`src/rtl/sar_pkg.sv`:
```
package sar_pkg;

    // Search phase of the engine
    typedef enum logic [1:0] {
        PH_IDLE = 2'd0,
        PH_POL  = 2'd1,
        PH_MAG  = 2'd2
    } phase_e;

    // True in any phase that drives a trial onto the DAC
    function automatic logic in_search(input phase_e p);
        return (p == PH_POL) || (p == PH_MAG);
    endfunction

endpackage

```
`src/rtl/sar_seq.sv`:
```
module sar_seq
    import sar_pkg::*;
#(
    parameter int MAG_W = 12,
    localparam int IDX_W = $clog2(MAG_W)
) (
    input  logic             clk,
    input  logic             rst,
    input  logic             start_i,
    output phase_e           phase_o,
    output logic [IDX_W-1:0] idx_o,
    output logic             last_o
);

    localparam logic [IDX_W-1:0] TOP_IDX = IDX_W'(MAG_W - 1);

    phase_e           phase_q;
    logic [IDX_W-1:0] idx_q;

    always_ff @(posedge clk) begin
        if (rst) begin
            phase_q <= PH_IDLE;
            idx_q   <= '0;
        end else if (start_i) begin
            phase_q <= PH_POL;
            idx_q   <= TOP_IDX;
        end else begin
            unique case (phase_q)
                PH_POL: begin
                    phase_q <= PH_MAG;
                    idx_q   <= TOP_IDX;
                end
                PH_MAG: begin
                    if (idx_q == '0) phase_q <= PH_IDLE;
                    else             idx_q   <= idx_q - IDX_W'(1);
                end
                default: phase_q <= PH_IDLE;
            endcase
        end
    end

    assign phase_o = phase_q;
    assign idx_o   = idx_q;
    assign last_o  = (phase_q == PH_MAG) && (idx_q == '0);

    AST_START_RESTARTS: assert property (@(posedge clk) disable iff (rst)
        start_i |=> (phase_q == PH_POL));

    AST_POL_THEN_MSB: assert property (@(posedge clk) disable iff (rst)
        (phase_q == PH_POL && !start_i) |=> (phase_q == PH_MAG && idx_q == TOP_IDX));

endmodule

```
`src/rtl/sar_trial.sv`:
```
module sar_trial
    import sar_pkg::*;
#(
    parameter int MAG_W = 12,
    localparam int IDX_W = $clog2(MAG_W)
) (
    input  logic             clk,
    input  logic             rst,
    input  logic             start_i,
    input  logic             cmp_i,
    input  phase_e           phase_i,
    input  logic [IDX_W-1:0] idx_i,
    output logic             sign_o,
    output logic [MAG_W-1:0] kept_o,
    output logic [MAG_W-1:0] trial_o,
    output logic             neg_o
);

    logic             sign_q;
    logic [MAG_W-1:0] kept;
    logic [MAG_W-1:0] sel;

    // One decision flop per magnitude bit
    for (genvar b = 0; b < MAG_W; b++) begin : g_bit
        logic bit_q;
        assign sel[b] = (phase_i == PH_MAG) && (idx_i == IDX_W'(b));
        always_ff @(posedge clk) begin
            if (rst || start_i)  bit_q <= 1'b0;
            else if (sel[b])     bit_q <= cmp_i;
        end
        assign kept[b] = bit_q;
    end

    always_ff @(posedge clk) begin
        if (rst || start_i)          sign_q <= 1'b0;
        else if (phase_i == PH_POL)  sign_q <= ~cmp_i;
    end

    assign sign_o  = sign_q;
    assign kept_o  = kept;
    assign trial_o = kept | sel;
    assign neg_o   = sign_q && (phase_i == PH_MAG);

    AST_POL_AT_GROUND: assert property (@(posedge clk) disable iff (rst)
        (phase_i == PH_POL) |-> (trial_o == '0));

    AST_SIGN_FROZEN: assert property (@(posedge clk) disable iff (rst)
        (phase_i == PH_MAG && $past(phase_i) == PH_MAG) |-> $stable(sign_q));

    AST_ONE_NEW_BIT: assert property (@(posedge clk) disable iff (rst)
        (phase_i == PH_MAG) |-> ($countones(trial_o & ~kept) == 1));

endmodule

```
`src/rtl/sar_result.sv`:
```
module sar_result #(
    parameter int MAG_W = 12,
    localparam int RES_W = MAG_W + 1
) (
    input  logic             clk,
    input  logic             rst,
    input  logic             last_i,
    input  logic             cmp_i,
    input  logic             sign_i,
    input  logic [MAG_W-1:0] kept_i,
    output logic [RES_W-1:0] result_o,
    output logic             done_o
);

    logic [MAG_W-1:0] final_mag;
    logic [RES_W-1:0] code;
    logic [RES_W-1:0] result_q;
    logic             done_q;

    // Merge the last decision straight from the comparator
    assign final_mag = {kept_i[MAG_W-1:1], cmp_i};
    // Negative: -(m+1) equals the bitwise inverse of m with the sign set
    assign code = sign_i ? {1'b1, ~final_mag} : {1'b0, final_mag};

    always_ff @(posedge clk) begin
        if (rst) begin
            result_q <= '0;
            done_q   <= 1'b0;
        end else begin
            done_q <= last_i;
            if (last_i) result_q <= code;
        end
    end

    assign result_o = result_q;
    assign done_o   = done_q;

    AST_RESULT_HOLDS: assert property (@(posedge clk) disable iff (rst)
        !last_i |=> $stable(result_q));

    AST_DONE_SINGLE: assert property (@(posedge clk) disable iff (rst)
        done_q |=> !done_q);

endmodule

```
`src/rtl/sar_engine.sv`:
```
module sar_engine
    import sar_pkg::*;
#(
    parameter int MAG_W = 12,
    localparam int IDX_W = $clog2(MAG_W),
    localparam int RES_W = MAG_W + 1
) (
    input  logic             clk,
    input  logic             rst,
    input  logic             start_i,
    input  logic             cmp_i,
    output logic             pol_phase_o,
    output logic             trial_neg_o,
    output logic [MAG_W-1:0] trial_mag_o,
    output logic             busy_o,
    output logic             done_o,
    output logic [RES_W-1:0] result_o
);

    phase_e           phase;
    logic [IDX_W-1:0] idx;
    logic             last;
    logic             sign;
    logic [MAG_W-1:0] kept;

    sar_seq #(.MAG_W(MAG_W)) u_seq (
        .clk     (clk),
        .rst     (rst),
        .start_i (start_i),
        .phase_o (phase),
        .idx_o   (idx),
        .last_o  (last)
    );

    sar_trial #(.MAG_W(MAG_W)) u_trial (
        .clk     (clk),
        .rst     (rst),
        .start_i (start_i),
        .cmp_i   (cmp_i),
        .phase_i (phase),
        .idx_i   (idx),
        .sign_o  (sign),
        .kept_o  (kept),
        .trial_o (trial_mag_o),
        .neg_o   (trial_neg_o)
    );

    sar_result #(.MAG_W(MAG_W)) u_result (
        .clk      (clk),
        .rst      (rst),
        .last_i   (last),
        .cmp_i    (cmp_i),
        .sign_i   (sign),
        .kept_i   (kept),
        .result_o (result_o),
        .done_o   (done_o)
    );

    assign pol_phase_o = (phase == PH_POL);
    assign busy_o      = in_search(phase);

    AST_BUSY_FALL_DONE: assert property (@(posedge clk) disable iff (rst)
        $fell(busy_o) |-> done_o);

    AST_DONE_FROM_BUSY: assert property (@(posedge clk) disable iff (rst)
        done_o |-> $past(busy_o));

endmodule

```
`config.mk`:
```
export PLATFORM = sky130hd
export DESIGN_NAME = sar_engine
export DESIGN_NICKNAME = d
export VERILOG_FILES = /design/src/rtl/sar_pkg.sv /design/src/rtl/sar_seq.sv /design/src/rtl/sar_trial.sv /design/src/rtl/sar_result.sv /design/src/rtl/sar_engine.sv
export SDC_FILE = /design/constraint.sdc
export NUM_CORES = 1
export LEC_CHECK = 0
export ABC_AREA = 1
export BUFFER_PORTS_ARGS = -buffer_cell sky130_fd_sc_hd__buf_2
export CAP_MARGIN = 40
export CORE_MARGIN = 4
export CORE_UTILIZATION = 40
export CTS_CLUSTER_SIZE = 24
export DETAILED_ROUTE_END_ITERATION = 12
export SLEW_MARGIN = 25
export SYNTH_ARGS = -nofsm -noshare
export SYNTH_HDL_FRONTEND = slang
export SYNTH_SLANG_ARGS = --single-unit
```
`constraint.sdc`:
```
create_clock -name clk -period 3 [get_ports clk]
set_clock_uncertainty 0.05 [all_clocks]
set_input_delay 0.6 -clock clk [delete_from_list [all_inputs] [get_ports clk]]
set_output_delay 0.6 -clock clk [all_outputs]
set_load 0.01 [all_outputs]
```
# == Word level (Yosys, flattened, before mapping) ==
# Cells that the tools add are included.
# word_totals
regBits,33
inputBits,4
output_inout_bits,29
wordCells,68
# op_classes
addsub,1
n_eq_ne,17
n_mux,7
n_bitwise,3
reduce_logical,21
# op_table
operator,count
4-bit by 3-bit == test with 1-bit output (second input constant),4
4-bit == test (second input constant),4
1-bit logical AND,13
13-bit 2-to-1 mux,1
12-bit inverter,1
12-bit OR,1
4-bit by 2-bit == test with 1-bit output (second input constant),2
4-bit 2-to-1 mux,2
4-bit case mux with 2 select lines,1
4-bit by 1-bit == test with 1-bit output (second input constant),1
4-bit zero test,1
2-bit case mux with 2 select lines,1
2-bit AND reduction,2
4-bit by 1-bit subtractor with 4-bit output (second input constant),1
3-bit by 2-bit != test with 1-bit output (second input constant),1
3-bit != test (second input constant),1
3-bit nonzero test,1
2-bit by 1-bit == test with 1-bit output (second input constant),1
2-bit == test (second input constant),1
1-bit logical OR,2
2-bit 2-to-1 mux,1
2-bit by 1-bit != test with 1-bit output (second input constant),1
2-bit != test (second input constant),1
2-bit nonzero test,1
other kinds (3),3

# == Longest topological paths before layout ==
# depth
word_depth,4
depth_mapped,9
depth_no_buf,8

# == Modules after synthesis ==
# A second synthesis with hierarchy kept.
# hier_totals
hier_cells,303
area_unflattened_um2,1920.6
# by_module_without_submodules
mod,n_inst,cells_each,area_each_um2,seq_area_each_um2
sar_trial,1,134,824.5,260.2
sar_result,1,122,739.5,280.3
sar_seq,1,44,336.6,120.1
sar_engine,1,3,20.0,0.0

# == Worst setup path before layout ==
# OpenSTA, ideal clock, no wires.
# synth_path
path_type,register to output
startpoint,"reg u_seq.phase_q[0], in the netlist u_seq.phase_o[0]"
endpoint,out trial_mag_o[3]
t_arrival_ns,1.189
required_ns,2.350
path_slack_ns,1.161
stages_incl_launch_ff,10
path_buffers,1
path_cell_list,dfxtp_1 > inv_1 > ha_1 > buf_6 > nand2_2 > inv_1 > nand2_1 > inv_1 > nor2_1 > inv_1
# synth_between
elab_chain_len,3
# synth_lines
element,line_no,source
start: declaration,sar_seq.sv:17,phase_e phase_q;
start signal: assignment,sar_seq.sv:22,phase_q <= PH_IDLE;
start signal: assignment,sar_seq.sv:25,phase_q <= PH_POL;
start signal: assignment,sar_seq.sv:30,phase_q <= PH_MAG;
2-bit == test,sar_trial.sv:26,assign sel[b] = (phase_i == PH_MAG) && (idx_i == IDX_W'(b));
1-bit logical AND,sar_trial.sv:26,
12-bit OR,sar_trial.sv:41,assign trial_o = kept | sel;
end: declaration,sar_engine.sv:14,"output logic [MAG_W-1:0] trial_mag_o,"
# Every way passes these cells.

# == Worst setup path in the final report ==
# Ends and elaborated chain as after synthesis.

==> out/results.ini <==
[global_route]
gr-max-usage-layer = met2
antenna_found_initial = 0
grt_pass1_wl_um = 5610
grt_max_degree = 27
met3_usage = 0.0533
grt_use_met1 = 0.169
gr-usage-met2 = 0.223
grt_pass1_vias = 1289
gr-usage-all-layers = 0.140
grt-ovfl-total = 0

[die]
die-height_um = 71.5
boundaryPins = 33
initial_utilization = 0.427
die_w_um = 71.5
core_mm2 = 0.00377
fp.dieArea_mm2 = 0.00511
num_rows = 22

[clock_network]
cts_tree = yes
cts_buffer_depth = 2
hold_buffers = 0
postCtsSetupBuffers = 0
clock_latency_ps = 290
path_clk_slew_ps = 70
clock-root-buffer = clkbuf_8
cts_inserted_buffers = 5
clkSinkCount = 33
htreeDepth = 2
cts.repair.resized = 0

[logic_synthesis]
ys.warnings.count = 0
ys_types = 25
yosysTopAreaCell = dfxtp_1
yosysMostFrequentCell = dfxtp_1
ys.flop_type = dfxtp_1
syn_inst = 202
avgSynthCellArea_um2 = 7.97
synth_edf_count = 0
synth_area_leaders = dfxtp_1 (41%), nor2_1 (7.0%), nor3_1 (6.8%)
synth_nets = 212
async_flop_share = 0
synth_common_cells = dfxtp_1 (33), nor2_1 (30), inv_1 (27)
synth_area_mm2 = 0.00161
ys_seq_area_frac = 0.410
yosys.area.top_type_share = 0.410
ys_ff_latch = 33

[route]
drc = 0
routedWlPerCell_um = 11.4
drtIter0Drc = 27
antenna_left = 0
finalWirelength_um = 3250
first_pass_iters = 4
vias_per_cell = 4.72
via_count = 1341

[final_layout]
drive_gt1_frac = 0.254
fin_util = 0.502
nets = 245
diodes = 0
final_area_mm2 = 0.00189
syn_to_final_growth_pct = 17.6

[status]
outcome = completed

[worst_hold_path]
hp-class = flop to flop
min_from = u_seq.phase_o[1]
hold-path-endpoint = u_seq.phase_o[1]
hold_path_depth = 2

[power]
power_frac_seq = 0.468
clockPowerShare = 0.450
power_frac_comb = 0.082
cell_internal_pwr_w = 0.000743
p_switching_w = 0.000224
p_per_area_mw_per_mm2 = 510
peakVddDrop_v = 0.000236
power_leakage_nw = 0.939
switching_share = 0.231

[critical_path]
max_stage_delay_ps = 360
path_common_cell = inv_1
r2r.worst_path.cells = 8
start_kind = flop
r2r_slack_ps = 1090
crit_start = u_seq.phase_o[0]
reg2reg_to = u_trial.g_bit[0].bit_q
crit_slowest_cell = ha_1
regToRegStartpoint = u_seq.phase_o[0]
cp.arrival_ps = 1710
crit_required_ps = 2350
crit_type = flop to primary output
path_max_fanout = 11
critical_path.cell_chain = inv_1, ha_1, nand2_2, inv_1, nand2_1, inv_1, nor2_1, inv_1, buf_2
end_kind = primary output

[placement]
place_area_mm2 = 0.00178
hpwl_um = 2370
gp_congestion = 0.775
port-buffer-count = 32

[timing]
rsz0062_at_grt = no
slew_headroom = 0.672
post-route-period-util = 0.786
fmaxAchievable_ghz = 0.424
holdWs_ps = 432
finalHoldViolCount = 0
setup_tns_ps = 0
worst_slew_pin_slew_ps = 492
finalSetupViolCount = 0
min_period_ps = 2360
slew_viol_final = 0

[job]
maxCapViolations = 0

-- layout by cell type (no fill, tap or decap), types with 3 or more instances in the layout --
master | netlist | layout
clkbuf_8 | 0 | 6
nand2_2 | 3 | 3
nor2_1 | 30 | 30
nor3_1 | 22 | 22
nand2_1 | 12 | 12
inv_1 | 27 | 27
a21oi_2 | 8 | 8
xnor2_1 | 12 | 12
nand3_1 | 3 | 3
ha_1 | 6 | 6
a21oi_1 | 12 | 12
dfxtp_1 | 33 | 33
o21ai_1 | 9 | 9
buf_2 | 3 | 32
o21ai_0 | 7 | 7
-- power by group through the flow --
stage	clock (W)	combinational [W]	sequential (W)
5_1_grt	0.000467	0.0000907	0.000453
3_5_place_dp	0	0.0000795	0.000463
3_3_place_gp	0	0.0000801	0.000462
4_1_cts	0.000450	0.0000798	0.000452
2_1_floorplan	0	0.0000599	0.000462
6_report	0.000435	0.0000789	0.000453
-- registers in the layout, summed over array words and instances, names as in the netlist --
register / cells
u_result.result_o: 13
u_trial.g_bit.bit_q: 12
u_seq.idx_o: 4
u_seq.phase_o: 2
u_result.done_o: 1
u_trial.sign_o: 1
-- stage by stage --
stage / std cells / setup slack, ps / total power, W
global placement: 276 / 972 / 0.000542
floorplan: 202 / 1160 / 0.000522
detailed placement: 276 / 934 / 0.000542
CTS: 284 / 603 / 0.000982
finish: 284 / 643 / 0.000966
global route: 284 / 455 / 0.00101
-- cells by family (layout without fill, tap and decap cells) --
family | count (synthesis) | count (layout) | synth area share
simple gates | 76 | 76 | 0.228
flops | 33 | 33 | 0.410
buf+inv | 37 | 71 | 0.110
xor+xnor | 12 | 12 | 0.0653
compound gates | 38 | 38 | 0.141
fa+ha+maj | 6 | 6 | 0.0466
-- cell type report --
type | instances | area [um2]
clock buffers | 7 | 86.3
well taps | 48 | 60.1
fillers | 381 | 1880
clock inverters | 1 | 30.0
inverters | 29 | 109
multi-input cells | 132 | 773
flip-flops and latches | 33 | 661
repair buffers | 34 | 175
-- metal layers --
| layer | vias up | part of all wire |
|---|---|---|
| li1 | 711 | - |
| met1 | 595 | 0.46 |
| met2 | 30 | 0.46 |
| met4 | 0 | 0.018 |
| met3 | 5 | 0.063 |
| met5 | - | 0 |
-- critical path: cells and delay by family (launching register included) --
| kind | cells | cell delay, ps |
|---|---|---|
| AND/OR/NAND/NOR | 3 | 380 |
| buffers and inverters | 5 | 320 |
| adder cells (fa/ha/maj) | 1 | 360 |
| flip-flops | 1 | 350 |
-- how the worst max path moves through the flow --
stage	endpoint
5_1_grt	trial_mag_o[3]
6_report	trial_mag_o[3]
4_1_cts	trial_mag_o[3]
3_3_place_gp	trial_mag_o[3]
2_1_floorplan	trial_mag_o[3]
3_5_place_dp	trial_mag_o[3]
Power figures use the tool's default switching activity.
